<file path="src/rtl/lfo_wdt_pkg.sv">
package lfo_wdt_pkg;

  typedef enum logic [1:0] {
    EV_NONE  = 2'd0,
    EV_RESET = 2'd1,
    EV_WAKE  = 2'd2
  } wdt_event_e;

  typedef struct packed {
    logic soft_clr;
    logic sleep_in;
    logic osc_fail;
  } clr_src_t;

  function automatic logic any_clear(input clr_src_t s);
    return s.soft_clr | s.sleep_in | s.osc_fail;
  endfunction

endpackage

</file>
<file path="src/rtl/wdt_enable_ctl.sv">
module wdt_enable_ctl (
  input  logic clk,
  input  logic rst,
  input  logic cfg_en,
  input  logic sw_en,
  output logic run
);

  // Software may only add to the configuration enable, never remove it.
  always_ff @(posedge clk) begin
    if (rst) run <= 1'b0;
    else     run <= cfg_en | sw_en;
  end

endmodule

</file>
<file path="src/rtl/wdt_base_div.sv">
module wdt_base_div #(
  parameter int BASE_LOG2 = 7
) (
  input  logic clk,
  input  logic rst,
  input  logic clr,
  output logic tick
);

  logic [BASE_LOG2-1:0] cnt;

  always_ff @(posedge clk) begin
    if (rst || clr) cnt <= '0;
    else            cnt <= cnt + BASE_LOG2'(1);
  end

  // Last count of the base period.
  assign tick = &cnt;

endmodule

</file>
<file path="src/rtl/wdt_postscaler.sv">
module wdt_postscaler #(
  parameter int SEL_W = 4
) (
  input  logic             clk,
  input  logic             rst,
  input  logic             clr,
  input  logic             tick,
  input  logic [SEL_W-1:0] tap_sel,
  output logic             hit
);

  localparam int NTAP  = 2 ** SEL_W;
  localparam int POST_W = NTAP - 1;

  logic [POST_W-1:0] cnt;
  logic [SEL_W-1:0]  sel_q;
  logic [NTAP-1:0]   tap_ok;

  // The select code is captured only when the counters restart.
  always_ff @(posedge clk) begin
    if (rst || clr) begin
      cnt   <= '0;
      sel_q <= tap_sel;
    end else if (tick) begin
      cnt <= cnt + POST_W'(1);
    end
  end

  // Tap i is reached when the low i bits of the count are all ones.
  genvar gi;
  generate
    for (gi = 0; gi < NTAP; gi++) begin : g_tap
      if (gi == 0) begin : g_first
        assign tap_ok[gi] = 1'b1;
      end else begin : g_rest
        assign tap_ok[gi] = &cnt[gi-1:0];
      end
    end
  endgenerate

  assign hit = tick & tap_ok[sel_q];

  // the count never climbs past the span of the captured tap.
  p_cnt_in_span_r3: assert property (@(posedge clk) disable iff (rst)
    (cnt & ~((POST_W'(1) << sel_q) - POST_W'(1))) == '0)
    else $error("postscaler count exceeded selected span");

endmodule

</file>
<file path="src/rtl/wdt_event_gen.sv">
module wdt_event_gen
  import lfo_wdt_pkg::*;
(
  input  logic clk,
  input  logic rst,
  input  logic rst_src_wdt,
  input  logic expire,
  input  logic in_sleep,
  input  logic flag_clr,
  output logic rst_req,
  output logic wake_req,
  output logic timeout_flag
);

  wdt_event_e ev;

  always_comb begin
    if (!expire)       ev = EV_NONE;
    else if (in_sleep) ev = EV_WAKE;
    else               ev = EV_RESET;
  end

  always_ff @(posedge clk) begin
    if (rst) begin
      rst_req  <= 1'b0;
      wake_req <= 1'b0;
      if (!rst_src_wdt) timeout_flag <= 1'b0;
    end else begin
      rst_req  <= (ev == EV_RESET);
      wake_req <= (ev == EV_WAKE);
      if (ev != EV_NONE)  timeout_flag <= 1'b1;
      else if (flag_clr)  timeout_flag <= 1'b0;
    end
  end

  // requests are single-cycle pulses.
  p_rst_pulse_r7: assert property (@(posedge clk) disable iff (rst)
    rst_req |=> !rst_req) else $error("reset request longer than one cycle");
  p_wake_pulse_r7: assert property (@(posedge clk) disable iff (rst)
    wake_req |=> !wake_req) else $error("wake request longer than one cycle");
  // never both kinds of request at once.
  p_req_excl_r7: assert property (@(posedge clk) disable iff (rst)
    !(rst_req && wake_req)) else $error("reset and wake requested together");
  // a request is always accompanied by the sticky flag.
  p_flag_with_req_r10: assert property (@(posedge clk) disable iff (rst)
    (rst_req || wake_req) |-> timeout_flag) else $error("flag missing on timeout");

endmodule

</file>
<file path="src/rtl/lfo_watchdog.sv">
module lfo_watchdog
  import lfo_wdt_pkg::*;
#(
  parameter int BASE_LOG2 = 7,
  parameter int SEL_W     = 4
) (
  input  logic             clk,
  input  logic             rst,
  input  logic             rst_src_wdt,
  input  logic             cfg_en,
  input  logic             sw_en,
  input  logic [SEL_W-1:0] tap_sel,
  input  logic             clr_strobe,
  input  logic             sleep_enter,
  input  logic             clk_fail,
  input  logic             in_sleep,
  input  logic             flag_clr,
  output logic             rst_req,
  output logic             wake_req,
  output logic             timeout_flag,
  output logic             osc_en
);

  clr_src_t src;
  logic     run;
  logic     clr_ext;
  logic     clr_cnt;
  logic     tick;
  logic     post_hit;
  logic     expire;

  assign src.soft_clr = clr_strobe;
  assign src.sleep_in = sleep_enter;
  assign src.osc_fail = clk_fail;
  assign clr_ext      = any_clear(src);

  // An external restart on the expiry edge wins over the timeout.
  assign expire  = run & ~clr_ext & post_hit;
  assign clr_cnt = clr_ext | ~run | expire;
  assign osc_en  = run;

  wdt_enable_ctl i_en (
    .clk    (clk),
    .rst    (rst),
    .cfg_en (cfg_en),
    .sw_en  (sw_en),
    .run    (run)
  );

  wdt_base_div #(.BASE_LOG2(BASE_LOG2)) i_base (
    .clk  (clk),
    .rst  (rst),
    .clr  (clr_cnt),
    .tick (tick)
  );

  wdt_postscaler #(.SEL_W(SEL_W)) i_post (
    .clk     (clk),
    .rst     (rst),
    .clr     (clr_cnt),
    .tick    (tick),
    .tap_sel (tap_sel),
    .hit     (post_hit)
  );

  wdt_event_gen i_evt (
    .clk          (clk),
    .rst          (rst),
    .rst_src_wdt  (rst_src_wdt),
    .expire       (expire),
    .in_sleep     (in_sleep),
    .flag_clr     (flag_clr),
    .rst_req      (rst_req),
    .wake_req     (wake_req),
    .timeout_flag (timeout_flag)
  );

  // a disabled watchdog raises nothing in the next cycle.
  p_disabled_quiet_r2: assert property (@(posedge clk) disable iff (rst)
    !osc_en |=> (!rst_req && !wake_req)) else $error("request while disabled");
  // a clock failure suppresses requests.
  p_clkfail_quiet_r6: assert property (@(posedge clk) disable iff (rst)
    clk_fail |=> (!rst_req && !wake_req)) else $error("request during clock failure");
  // a clear on the expiry edge suppresses the request.
  p_clr_wins_r12: assert property (@(posedge clk) disable iff (rst)
    clr_strobe |=> (!rst_req && !wake_req)) else $error("request despite clear");

endmodule

</file>
<file path="config.mk">
export PLATFORM = sky130hd
export DESIGN_NAME = lfo_watchdog
export DESIGN_NICKNAME = d
export VERILOG_FILES = /design/src/rtl/lfo_wdt_pkg.sv /design/src/rtl/wdt_enable_ctl.sv /design/src/rtl/wdt_base_div.sv /design/src/rtl/wdt_postscaler.sv /design/src/rtl/wdt_event_gen.sv /design/src/rtl/lfo_watchdog.sv
export SDC_FILE = /design/constraint.sdc
export NUM_CORES = 1
export LEC_CHECK = 0
export CORE_MARGIN = 5
export CORE_UTILIZATION = 55
export CTS_CLUSTER_DIAMETER = 150
export DETAILED_ROUTE_END_ITERATION = 7
export PLACE_DENSITY = 0.82
export SETUP_SLACK_MARGIN = 0.5
export SYNTH_ARGS = -nofsm -noshare
export SYNTH_HDL_FRONTEND = slang
export SYNTH_SLANG_ARGS = --single-unit
</file>
<file path="constraint.sdc">
create_clock -name clk -period 4.63 [get_ports clk]
set_input_delay 0.926 -clock clk [delete_from_list [all_inputs] [get_ports clk]]
set_output_delay 0.926 -clock clk [all_outputs]
set_load 0.05 [all_outputs]
</file>
==> reports/metrics.cfg <==
[floorplan]
initial_core_util_pct=56.3
rows=18
die_h_um=59.9
io_pins=18
die-area_mm2=0.00359
coreArea_mm2=0.00243
chipWidth_um=59.9

[routing]
via_per_inst=5.32
ant_nets=0
dr.first_iter.drc_count=28
drt-total-wl_um=2540
drc_errors=0
first_pass_iters=4
num_vias=1037
wl_per_cell_um=13.0

[grt]
grt_max_degree=24
grt_pass1_vias=1097
gr-usage-all-layers_pct=17.3
antenna_found_initial=0
grt.overflow.total=0
grt_pass1_wl_um=4450

[status]
status=complete, no violations

[sta]
finalMaxSlewViolations=0
fin_skew_ps=9.51
holdWs_ps=474
finalSetupViolations=0
hold_viol=0
rsz0062_at_grt=no
slew_headroom_pct=66.3
fin_crit_ps=2400
tns_ps=0
fin_crit_sh_pct=51.9
fmax_mhz=416
worst_slew_pin_slew_ps=503

[clock_network]
holdBufCountCts=0
cts.sinks=30
clockBufferDepth=2
clk-insertion-delay-late_ps=340
cts_tree=yes
clk_pin_slew_ps=90
root_buffer=clkbuf_4
post-cts-setup-buffer-count=0
cts_resized=0
h-tree-depth=2
numCtsBuffers=5

[cells_and_area]
nFillCells=182
final_common_cell=nor2_1
antenna-diode-count=0
finalNetCount=183
final_cell_mix=nor2_1 (31), dfxtp_1 (25), clkdlybuf4s50_1 (17)
final_util_pct=67.6
layout.cell_area.non_filler_mm2=0.00165
layout-drive-gt1-share_pct=12.1
area_growth_pct=20.1

[worst_setup_path]
crit_slowest_cell=clkdlybuf4s50_1
timing.critical_path.cells=clkdlybuf4s50_1
start_kind=flop
path_class=reg2out
cpLargestDelayFamily=buffers and inverters
crit_required_ps=3700
end_kind=output port
critPathArrivalTime_ps=1480
cp_max_fo=2
max_stage_delay_ps=800
cp_num_buf_inv=1

[yosys]
avgSynthCellArea_um2=9.72
synth.distinct_cells=33
syn-num-nets=160
yosysWarnings=0
yosys_most_used_dff=dfxtp_1
synth_area_mm2=0.00137
seq_area_frac_synth_pct=47.5
synthCells=141
async_reset_ff_share_pct=0
synth-seq-cells=30
synth_edf_count=5

[place]
portBuffers=17
gp_congestion=0.770
placed_cell_area_mm2=0.00157
hpwl_um=1910

[job]
cap_violations=0

[pwr]
ir_drop_v=0.000268
power_mw=0.502
leakage_nw=0.676
p_per_area_mw_per_mm2=305

[worst_hold_path]
hold_class=reg2reg

[registers in the layout, summed over array words and instances, names as in the netlist]
signal,cells
i_evt.rst_req,1
i_post.cnt,15
i_evt.wake_req,1
i_base.cnt,7
i_post.sel_q,4
i_evt.timeout_flag,1
i_en.run,1
[routing by layer]
layer  global-route usage [%]  wire length [µm]
met2                     29.8              1340
met5                        0                 0
met4                     9.18                60
met3                     7.13                99
met1                     17.6              1040
[cell type report]
cell class / instances / area, µm² / share of cell area (%)
Inverter: 6 / 22.5 / 1.37
Tap cell: 30 / 37.5 / 2.28
Clock inverter: 3 / 40.0 / 2.43
Multi-Input combinational cell: 103 / 679 / 41.3
Clock buffer: 5 / 37.5 / 2.28
Timing Repair Buffer: 18 / 178 / 10.8
Sequential cell: 30 / 651 / 39.5
[final timing paths]
check | slack [ps] | start | cells past startpoint | end
hold reg to reg | 470 | i_base.cnt[0] | 1 | i_base.cnt[0]
setup / recovery | 2230 | i_en.run | 1 | osc_en
hold / removal | 470 | i_base.cnt[0] | 1 | i_base.cnt[0]
setup reg to reg | 2330 | i_post.cnt[0] | 9 | i_evt.timeout_flag
[worst reg2reg max path: cells and delay by family, from the launching register on]
kind,cells,cell delay (ps)
DFF,1,390
and+or+nand+nor,5,1000
adders and majority gates,2,400
AOI/OAI and AO/OA,2,250
[power by group]
group          switching, mW  total, mW  internal, mW
Sequential           0.00399      0.272         0.268
Combinational         0.0118     0.0280        0.0161
Clock                 0.0903      0.202         0.112
[cell usage after synthesis, types with 2 or more instances]
cell      count  area (µm²)
and3_1        2        12.5
buf_6         2        22.5
dfxtp_1      25         500
edfxtp_1      5         150
ha_1          5        62.6
inv_1         6        22.5
mux2i_1       5        50.1
nand2_1       8        30.0
nand3_1       8        40.0
nand4_1       4        25.0
nor2_1       31         116
nor2_2        3        18.8
nor3_1        2        10.0
o31ai_1       2        15.0
xnor2_1       2        17.5
xor2_1       14         123
[through the flow]
step | setup WS, ps | instances
floorplan | 2470 | 141
global placement | 2030 | 187
detailed placement | 2000 | 187
CTS | 2200 | 195
global route | 2140 | 195
finish | 2230 | 195
[cell families after synthesis]
logic type               count (synthesis)  share of synthesized area (%)
AO/OA/AOI/OAI                           11                           6.12
XOR/XNOR                                16                           10.2
adder cells (fa/ha/maj)                  5                           4.57
buffers and inverters                    8                           3.29
flip-flops                              30                           47.5
multiplexers                             6                           4.47
AND/OR/NAND/NOR                         65                           23.8
Power figures use the tool's default switching activity.
